==> src/rtl/sd_cmd_pkg.sv <==
// Package: field positions, masks and types shared by the command-issue
// controller. Bit positions follow the stored command word (LSB = bit 0).
package sd_cmd_pkg;
    localparam int REG_W    = 32;
    localparam int IDX_W    = 6;
    localparam int IDX_LSB  = 24;
    localparam int TYPE_W   = 2;
    localparam int TYPE_LSB = 22;
    localparam int DP_BIT   = 21;
    localparam int DCTL_W   = 6;
    localparam logic [REG_W-1:0] WORD_MASK =
        (((REG_W'(1) << IDX_W) - 1) << IDX_LSB) |
        (((REG_W'(1) << TYPE_W) - 1) << TYPE_LSB) |
        (REG_W'(1) << DP_BIT) |
        ((REG_W'(1) << DCTL_W) - 1);

    typedef enum logic [TYPE_W-1:0] {
        CT_PLAIN   = 2'b00,
        CT_SUSPEND = 2'b01,
        CT_RESUME  = 2'b10,
        CT_ABORT   = 2'b11
    } cmd_class_e;

    typedef struct packed {
        logic [IDX_W-1:0] idx;
        cmd_class_e       ctype;
        logic             dp;
    } cmd_desc_t;
endpackage

==> src/rtl/sd_xfer_word.sv <==
// Module: command-word store with write gating.
// Decides per write whether the command is accepted, keeps the masked word,
// freezes the data-control field during an active transfer, launches a
// one-cycle start strobe and keeps the sticky drop flag.
// Assumes at most one bus write per cycle.
module sd_xfer_word
    import sd_cmd_pkg::*;
(
    input  logic             clk,
    input  logic             rst_n,
    input  logic             wr_hit,
    input  logic [REG_W-1:0] wdata,
    input  logic             cmd_inhibit,
    input  logic             dat_inhibit,
    input  logic             xfer_active,
    input  logic             err_clr,
    output logic [REG_W-1:0] word_q,
    output logic             err_q,
    output logic             go,
    output cmd_class_e       go_class,
    output logic             start_q,
    output cmd_desc_t        desc_q
);
    logic             drop;
    logic [REG_W-1:0] word_d;

    // Gate the write against the two busy flags.
    always_comb begin
        drop     = wr_hit && (cmd_inhibit || (dat_inhibit && wdata[DP_BIT]));
        go       = wr_hit && !drop;
        go_class = cmd_class_e'(wdata[TYPE_LSB +: TYPE_W]);
    end

    // Build the next stored word, holding the data-control field while busy.
    always_comb begin
        word_d = wdata & WORD_MASK;
        if (xfer_active)
            word_d[DCTL_W-1:0] = word_q[DCTL_W-1:0];
    end

    // Stored command word.
    always_ff @(posedge clk) begin
        if (!rst_n)  word_q <= '0;
        else if (go) word_q <= word_d;
    end

    // Sticky drop flag, set has priority over clear.
    always_ff @(posedge clk) begin
        if (!rst_n)       err_q <= 1'b0;
        else if (drop)    err_q <= 1'b1;
        else if (err_clr) err_q <= 1'b0;
    end

    // Launch strobe with the fields of the accepted write.
    always_ff @(posedge clk) begin
        if (!rst_n) begin
            start_q <= 1'b0;
            desc_q  <= '0;
        end else begin
            start_q <= go;
            if (go) begin
                desc_q.idx   <= wdata[IDX_LSB +: IDX_W];
                desc_q.ctype <= go_class;
                desc_q.dp    <= wdata[DP_BIT];
            end
        end
    end

    a_r3_inhibit_keeps_word: assert property (@(posedge clk) disable iff (!rst_n)
        (wr_hit && cmd_inhibit) |=> $stable(word_q));
    a_r3_inhibit_no_start: assert property (@(posedge clk) disable iff (!rst_n)
        (wr_hit && cmd_inhibit) |=> !start_q);
    a_r5_dctl_locked: assert property (@(posedge clk) disable iff (!rst_n)
        (wr_hit && xfer_active) |=> $stable(word_q[DCTL_W-1:0]));
    a_r7_drop_sets_err: assert property (@(posedge clk) disable iff (!rst_n)
        (wr_hit && cmd_inhibit) |=> err_q);
    a_r6_start_from_accept: assert property (@(posedge clk) disable iff (!rst_n)
        start_q |-> $past(wr_hit && !cmd_inhibit));
endmodule

==> src/rtl/sd_dpath_ctl.sv <==
// Module: data-path control from the command class.
// Suspend and resume toggle read-wait release, busy checking and the
// interrupt period. Abort latches buffer-stop or data-line release until a
// soft reset. A restart request undoes the suspend effects.
// Assumes go, restart and sreset are never active in the same cycle.
module sd_dpath_ctl
    import sd_cmd_pkg::*;
(
    input  logic       clk,
    input  logic       rst_n,
    input  logic       go,
    input  cmd_class_e go_class,
    input  logic       xfer_is_write,
    input  logic       bus_4bit,
    input  logic       restart,
    input  logic       sreset,
    output logic       rd_wait_release,
    output logic       busy_check_en,
    output logic       int_period,
    output logic       buf_wr_stop,
    output logic       dat_release,
    output logic       restart_req
);
    // Suspend/resume/restart controls.
    always_ff @(posedge clk) begin
        if (!rst_n) begin
            rd_wait_release <= 1'b0;
            busy_check_en   <= 1'b1;
            int_period      <= 1'b0;
        end else if (restart || (go && go_class == CT_RESUME)) begin
            rd_wait_release <= 1'b0;
            busy_check_en   <= 1'b1;
            int_period      <= 1'b0;
        end else if (go && go_class == CT_SUSPEND) begin
            if (xfer_is_write) busy_check_en <= 1'b0;
            else               rd_wait_release <= 1'b1;
            int_period <= bus_4bit;
        end
    end

    // Abort controls, held until soft reset.
    always_ff @(posedge clk) begin
        if (!rst_n || sreset) begin
            buf_wr_stop <= 1'b0;
            dat_release <= 1'b0;
        end else if (go && go_class == CT_ABORT) begin
            if (xfer_is_write) dat_release <= 1'b1;
            else               buf_wr_stop <= 1'b1;
        end
    end

    // One-cycle restart request.
    always_ff @(posedge clk) begin
        if (!rst_n) restart_req <= 1'b0;
        else        restart_req <= restart;
    end

    a_r8_suspend_read: assert property (@(posedge clk) disable iff (!rst_n)
        (go && go_class == CT_SUSPEND && !xfer_is_write) |=> rd_wait_release);
    a_r9_resume_busy_on: assert property (@(posedge clk) disable iff (!rst_n)
        (go && go_class == CT_RESUME) |=> (busy_check_en && !rd_wait_release));
    a_r10_abort_holds: assert property (@(posedge clk) disable iff (!rst_n)
        ((buf_wr_stop || dat_release) && !sreset) |=>
        ($stable(buf_wr_stop) || buf_wr_stop) && ($stable(dat_release) || dat_release));
    a_r11_restart_pulse: assert property (@(posedge clk) disable iff (!rst_n)
        restart |=> (restart_req && !rd_wait_release && !int_period));
    a_r12_plain_no_change: assert property (@(posedge clk) disable iff (!rst_n)
        (go && go_class == CT_PLAIN) |=>
        $stable({rd_wait_release, busy_check_en, int_period, buf_wr_stop, dat_release}));
endmodule

==> src/rtl/sd_cmd_issue_ctrl.sv <==
// Module: top of the SD host command-issue controller.
// Decodes the register bus into the command word, the error word and the
// control word, and wires the write gate to the data-path control.
// Assumes a single-cycle write strobe and combinational reads.
module sd_cmd_issue_ctrl
    import sd_cmd_pkg::*;
#(
    parameter int                ADDR_W   = 8,
    parameter logic [ADDR_W-1:0] XFER_OFS = 'h0C,
    parameter logic [ADDR_W-1:0] ERR_OFS  = 'h10,
    parameter logic [ADDR_W-1:0] CTRL_OFS = 'h14
) (
    input  logic              clk,
    input  logic              rst_n,
    input  logic [ADDR_W-1:0] bus_addr,
    input  logic              bus_wr,
    input  logic [REG_W-1:0]  bus_wdata,
    output logic [REG_W-1:0]  bus_rdata,
    input  logic              cmd_inhibit,
    input  logic              dat_inhibit,
    input  logic              xfer_active,
    input  logic              xfer_is_write,
    input  logic              bus_4bit,
    output logic              cmd_start,
    output logic [IDX_W-1:0]  cmd_index,
    output logic [TYPE_W-1:0] cmd_type,
    output logic              cmd_dp,
    output logic              rd_wait_release,
    output logic              busy_check_en,
    output logic              int_period,
    output logic              buf_wr_stop,
    output logic              dat_release,
    output logic              restart_req
);
    logic             xfer_hit, err_clr, restart, sreset;
    logic             go, err_q;
    cmd_class_e       go_class;
    logic [REG_W-1:0] word_q;
    cmd_desc_t        desc_q;

    // Address decode of the three words.
    always_comb begin
        xfer_hit = bus_wr && (bus_addr == XFER_OFS);
        err_clr  = bus_wr && (bus_addr == ERR_OFS) && bus_wdata[0];
        restart  = bus_wr && (bus_addr == CTRL_OFS) && bus_wdata[0];
        sreset   = bus_wr && (bus_addr == CTRL_OFS) && bus_wdata[1];
    end

    // Read multiplexer.
    always_comb begin
        bus_rdata = '0;
        if (bus_addr == XFER_OFS)     bus_rdata = word_q;
        else if (bus_addr == ERR_OFS) bus_rdata[0] = err_q;
    end

    sd_xfer_word u_word (
        .clk         (clk),
        .rst_n       (rst_n),
        .wr_hit      (xfer_hit),
        .wdata       (bus_wdata),
        .cmd_inhibit (cmd_inhibit),
        .dat_inhibit (dat_inhibit),
        .xfer_active (xfer_active),
        .err_clr     (err_clr),
        .word_q      (word_q),
        .err_q       (err_q),
        .go          (go),
        .go_class    (go_class),
        .start_q     (cmd_start),
        .desc_q      (desc_q)
    );

    sd_dpath_ctl u_ctl (
        .clk             (clk),
        .rst_n           (rst_n),
        .go              (go),
        .go_class        (go_class),
        .xfer_is_write   (xfer_is_write),
        .bus_4bit        (bus_4bit),
        .restart         (restart),
        .sreset          (sreset),
        .rd_wait_release (rd_wait_release),
        .busy_check_en   (busy_check_en),
        .int_period      (int_period),
        .buf_wr_stop     (buf_wr_stop),
        .dat_release     (dat_release),
        .restart_req     (restart_req)
    );

    // Launch fields toward the command engine.
    always_comb begin
        cmd_index = desc_q.idx;
        cmd_type  = desc_q.ctype;
        cmd_dp    = desc_q.dp;
    end

    a_r4_dat_inhibit_drop: assert property (@(posedge clk) disable iff (!rst_n)
        (xfer_hit && dat_inhibit && bus_wdata[DP_BIT]) |=> (!cmd_start && err_q));
endmodule

==> config.mk <==
export PLATFORM = sky130hd
export DESIGN_NAME = sd_cmd_issue_ctrl
export DESIGN_NICKNAME = d
export VERILOG_FILES = /design/src/rtl/sd_cmd_pkg.sv /design/src/rtl/sd_xfer_word.sv /design/src/rtl/sd_dpath_ctl.sv /design/src/rtl/sd_cmd_issue_ctrl.sv
export SDC_FILE = /design/constraint.sdc
export NUM_CORES = 1
export LEC_CHECK = 0
export CAP_MARGIN = 10
export CORE_ASPECT_RATIO = 1.5
export CORE_UTILIZATION = 65
export DETAILED_ROUTE_END_ITERATION = 10
export DONT_BUFFER_PORTS = 1
export PLACE_DENSITY = 0.9
export REMOVE_ABC_BUFFERS = 1
export SLEW_MARGIN = 20
export SYNTH_ARGS = -nofsm -noshare
export SYNTH_HDL_FRONTEND = slang
export SYNTH_SLANG_ARGS = --single-unit
==> constraint.sdc <==
create_clock -name clk -period 2.8 [get_ports clk]
set_input_delay 0.42 -clock clk [delete_from_list [all_inputs] [get_ports clk]]
set_output_delay 0.42 -clock clk [all_outputs]
set_load 0.02 [all_outputs]
==> results.toml <==
[outcome]
status = "finished clean"

[floorplan]
die-area_sq_mm = 0.00222
die_h_um = 57.2
pin_count = 96
die_x_um = 38.8
coreArea_sq_mm = 0.00188
initial_utilization_pct = 70.2
rows = 19

[routing]
detail_route.wl_per_cell_um = 15.7
dr_total_vias = 955
drc = 0
vias_per_cell = 5.90
drt-total-wl_mm = 2.54
postRouteAntennaNets = 0
firstDrtPassIters = 4
drt_iter0_drc = 4

[timing]
slew_headroom_pct = 67.2
post-route-period-util_pct = 66.5
setup_viol_count_final = 0
hold_violations = 0
worst_slew_pin_slew_ps = 487
clock.fmax_ghz = 0.537
fin_crit_ps = 1860
fin_skew_ps = 0
timing.setup.tns_ps = 0
rsz0062_at_grt = "no"
final-max-slew-violation-count = 0

[yosys]
ys_ff_latch = 23
yosys.area_share.simple_pct = 27.4
synth_cells = 150
synth_xor_area_share_pct = 0
synth_compound_area_share_pct = 7.50
synth_top_family_by_area = "simple AND/OR/NAND/NOR gates"
yosys_warnings = 0
syn_area_sq_mm = 0.00132
ys_seq_area_share_pct = 34.9
synthMuxAreaShare_pct = 11.4
synthAdderAreaFrac_pct = 0
syn_area_per_cell_sq_um = 8.79
ys_types = 31

[place]
place.gp.congestion = 0.718
place_area_sq_mm = 0.00120
dp_hpwl_mm = 1.99
io_buffers = 0

[clocking]
cts-root-buf = "clkbuf_4"
postCtsSetupBuffers = 0
cts_tree = "done"
cts_made_buffers = 3
clk_pin_slew_ps = 120
post_cts_resized = 0
hold_buffers = 0
cts_htree_levels = 1
clk_latency_ps = 310
clock_path_buffers = 2
cts.sinks = 23

[worst_setup_path]
worst_setup_path_start_kind = "primary input"
worstPathRequired_ps = 2380
crit_start = "bus_addr[7]"
critPathMaxFanout = 10
criticalPathCategory = "primary input to output pin"
r2r-start = "u_ctl.int_period"
worstPathArrival_ps = 1440
crit_path_end_kind = "output pin"

[global_route]
overflow = 0
grt_max_degree = 19
gr-usage-all-layers_pct = 22.5
grt_pass1_vias = 860
grt_antenna_before_repair = 0
grt_pass1_wl_mm = 3.65

[power_and_ir_drop]
power_density_mw_per_mm2 = 426
ir_worst_vdd_uv = 355
power_leakage_nw = 0.515

[final_layout]
multiInputGateArea_sq_um = 674
fill_cells = 167
final_cell_area_sq_mm = 0.00123
finalNetCount = 190
post_route_cells_drive_above_1_share_pct = 9.22
seq_area_sq_um = 460
area_delta_synth_final_pct = -6.83
antenna_cells = 0

[min_path]
hold_start = "bus_wdata[23]"
hp-class = "primary input to flip-flop"

[flow_run]
max_cap_viol_count = 0
## routing by layer
layer,GRT usage [%],vias to the layer above,wire (um)
met4,11.3,0,51
met5,0,-,0
met1,24.6,444,940
met3,2.72,6,163
met2,40.0,52,1390
li1,-,453,-
## worst paths after layout
path	to	slack (ps)	depth (start not counted)
setup / recovery	bus_rdata[5]	940	3
hold / removal	u_ctl.rd_wait_release	180	1
setup reg to reg	u_ctl.int_period	1620	2
hold reg to reg	u_word.word_q[3]	460	2
## report_power, final
| part | total (mW) | internal (mW) | leakage (nW) | switching, mW |
|---|---|---|---|---|
| logic | 0.0417 | 0.00926 | 0.314 | 0.0325 |
| clock network | 0.154 | 0.0556 | 0.0150 | 0.0981 |
| registers | 0.327 | 0.327 | 0.185 | 0.000208 |
## area by class of cell
| type | count | area share [%] |
|---|---|---|
| timing repair buffer | 3 | 1.83 |
| tap | 21 | 2.14 |
| sequential | 23 | 37.5 |
| inverter | 5 | 1.53 |
| clock buffer | 4 | 2.14 |
| multi-input combinational | 106 | 54.9 |
## worst max-delay path: stages
cell     delay [ps]
nor4b_4         490
buf_4           240
and3_1          290
## cells by family after synthesis
| kind of cell | after synthesis |
|---|---|
| other | 1 |
| and+or+nand+nor | 61 |
| DFF | 23 |
| AOI/OAI and AO/OA | 13 |
| buffers and inverters | 37 |
| muxes | 15 |
## per-stage QoR
| stage | total power, mW | hold WS (ps) | instances | util (%) | worst slack (ps) |
|---|---|---|---|---|---|
| floorplan | 0.371 | 430 | 134 | - | 696 |
| global placement | 0.375 | 439 | 158 | 64.0 | 872 |
| detailed placement | 0.376 | 451 | 158 | 64.0 | 827 |
| CTS | 0.524 | 183 | 162 | 65.4 | 955 |
| global route | 0.536 | 185 | 162 | 65.4 | 871 |
| finish | 0.523 | 185 | 162 | 65.4 | 938 |
## state kept, by name, indices dropped and copies added (netlist names)
signal	cells
u_word.desc_q	7
u_ctl.int_period	1
u_ctl.dat_release	1
u_word.err_q	1
u_word.start_q	1
u_ctl.rd_wait_release	1
u_ctl.buf_wr_stop	1
u_ctl.restart_req	1
u_ctl.busy_check_en	1
u_word.word_q	8
## cell usage in the layout (no fill, tap or decap), types with 2 or more instances in the layout
cell type | synthesis | routed
nand3_1 | 2 | 2
clkbuf_4 | 0 | 3
nor2_2 | 2 | 2
and2_1 | 2 | 2
o21ai_0 | 3 | 3
a31oi_1 | 5 | 5
buf_4 | 26 | 3
nor2_1 | 13 | 13
dfxtp_1 | 23 | 23
nand2_1 | 14 | 14
mux2i_1 | 15 | 15
inv_1 | 5 | 5
conb_1 | 1 | 17
nor4b_4 | 2 | 2
and3_1 | 15 | 15
nand4_1 | 2 | 2
## cells in the mapped netlist
master      n  area share [%]
and2_1      2            0.95
nor2_1     13             3.7
a32o_1      1            0.76
dfxtp_1    23              35
buf_6       1            0.85
and3b_1     1            0.66
conb_1      1            0.28
nor3b_1     1            0.57
and4b_1     1            0.76
a2111oi_2   1             1.1
and3_1     15             7.1
buf_4      26              15
nand2_1    14             4.0
nor2_2      2            0.95
or3_1       1            0.47
and4_1      1            0.66
nand3_1     2            0.76
inv_1       5             1.4
clkbuf_1    5             1.4
nor3_1      1            0.38
mux2i_1    15              11
nor2b_1     1            0.47
a2111o_1    1            0.85
nand4_1     2            0.95
or4b_1      1            0.76
o221a_2     1            0.85
nor4b_4     2             3.6
a21oi_1     1            0.38
a31oi_1     5             2.4
o21ai_0     3             1.1
or3b_2      1            0.66
(Power assumes the default switching activity.)
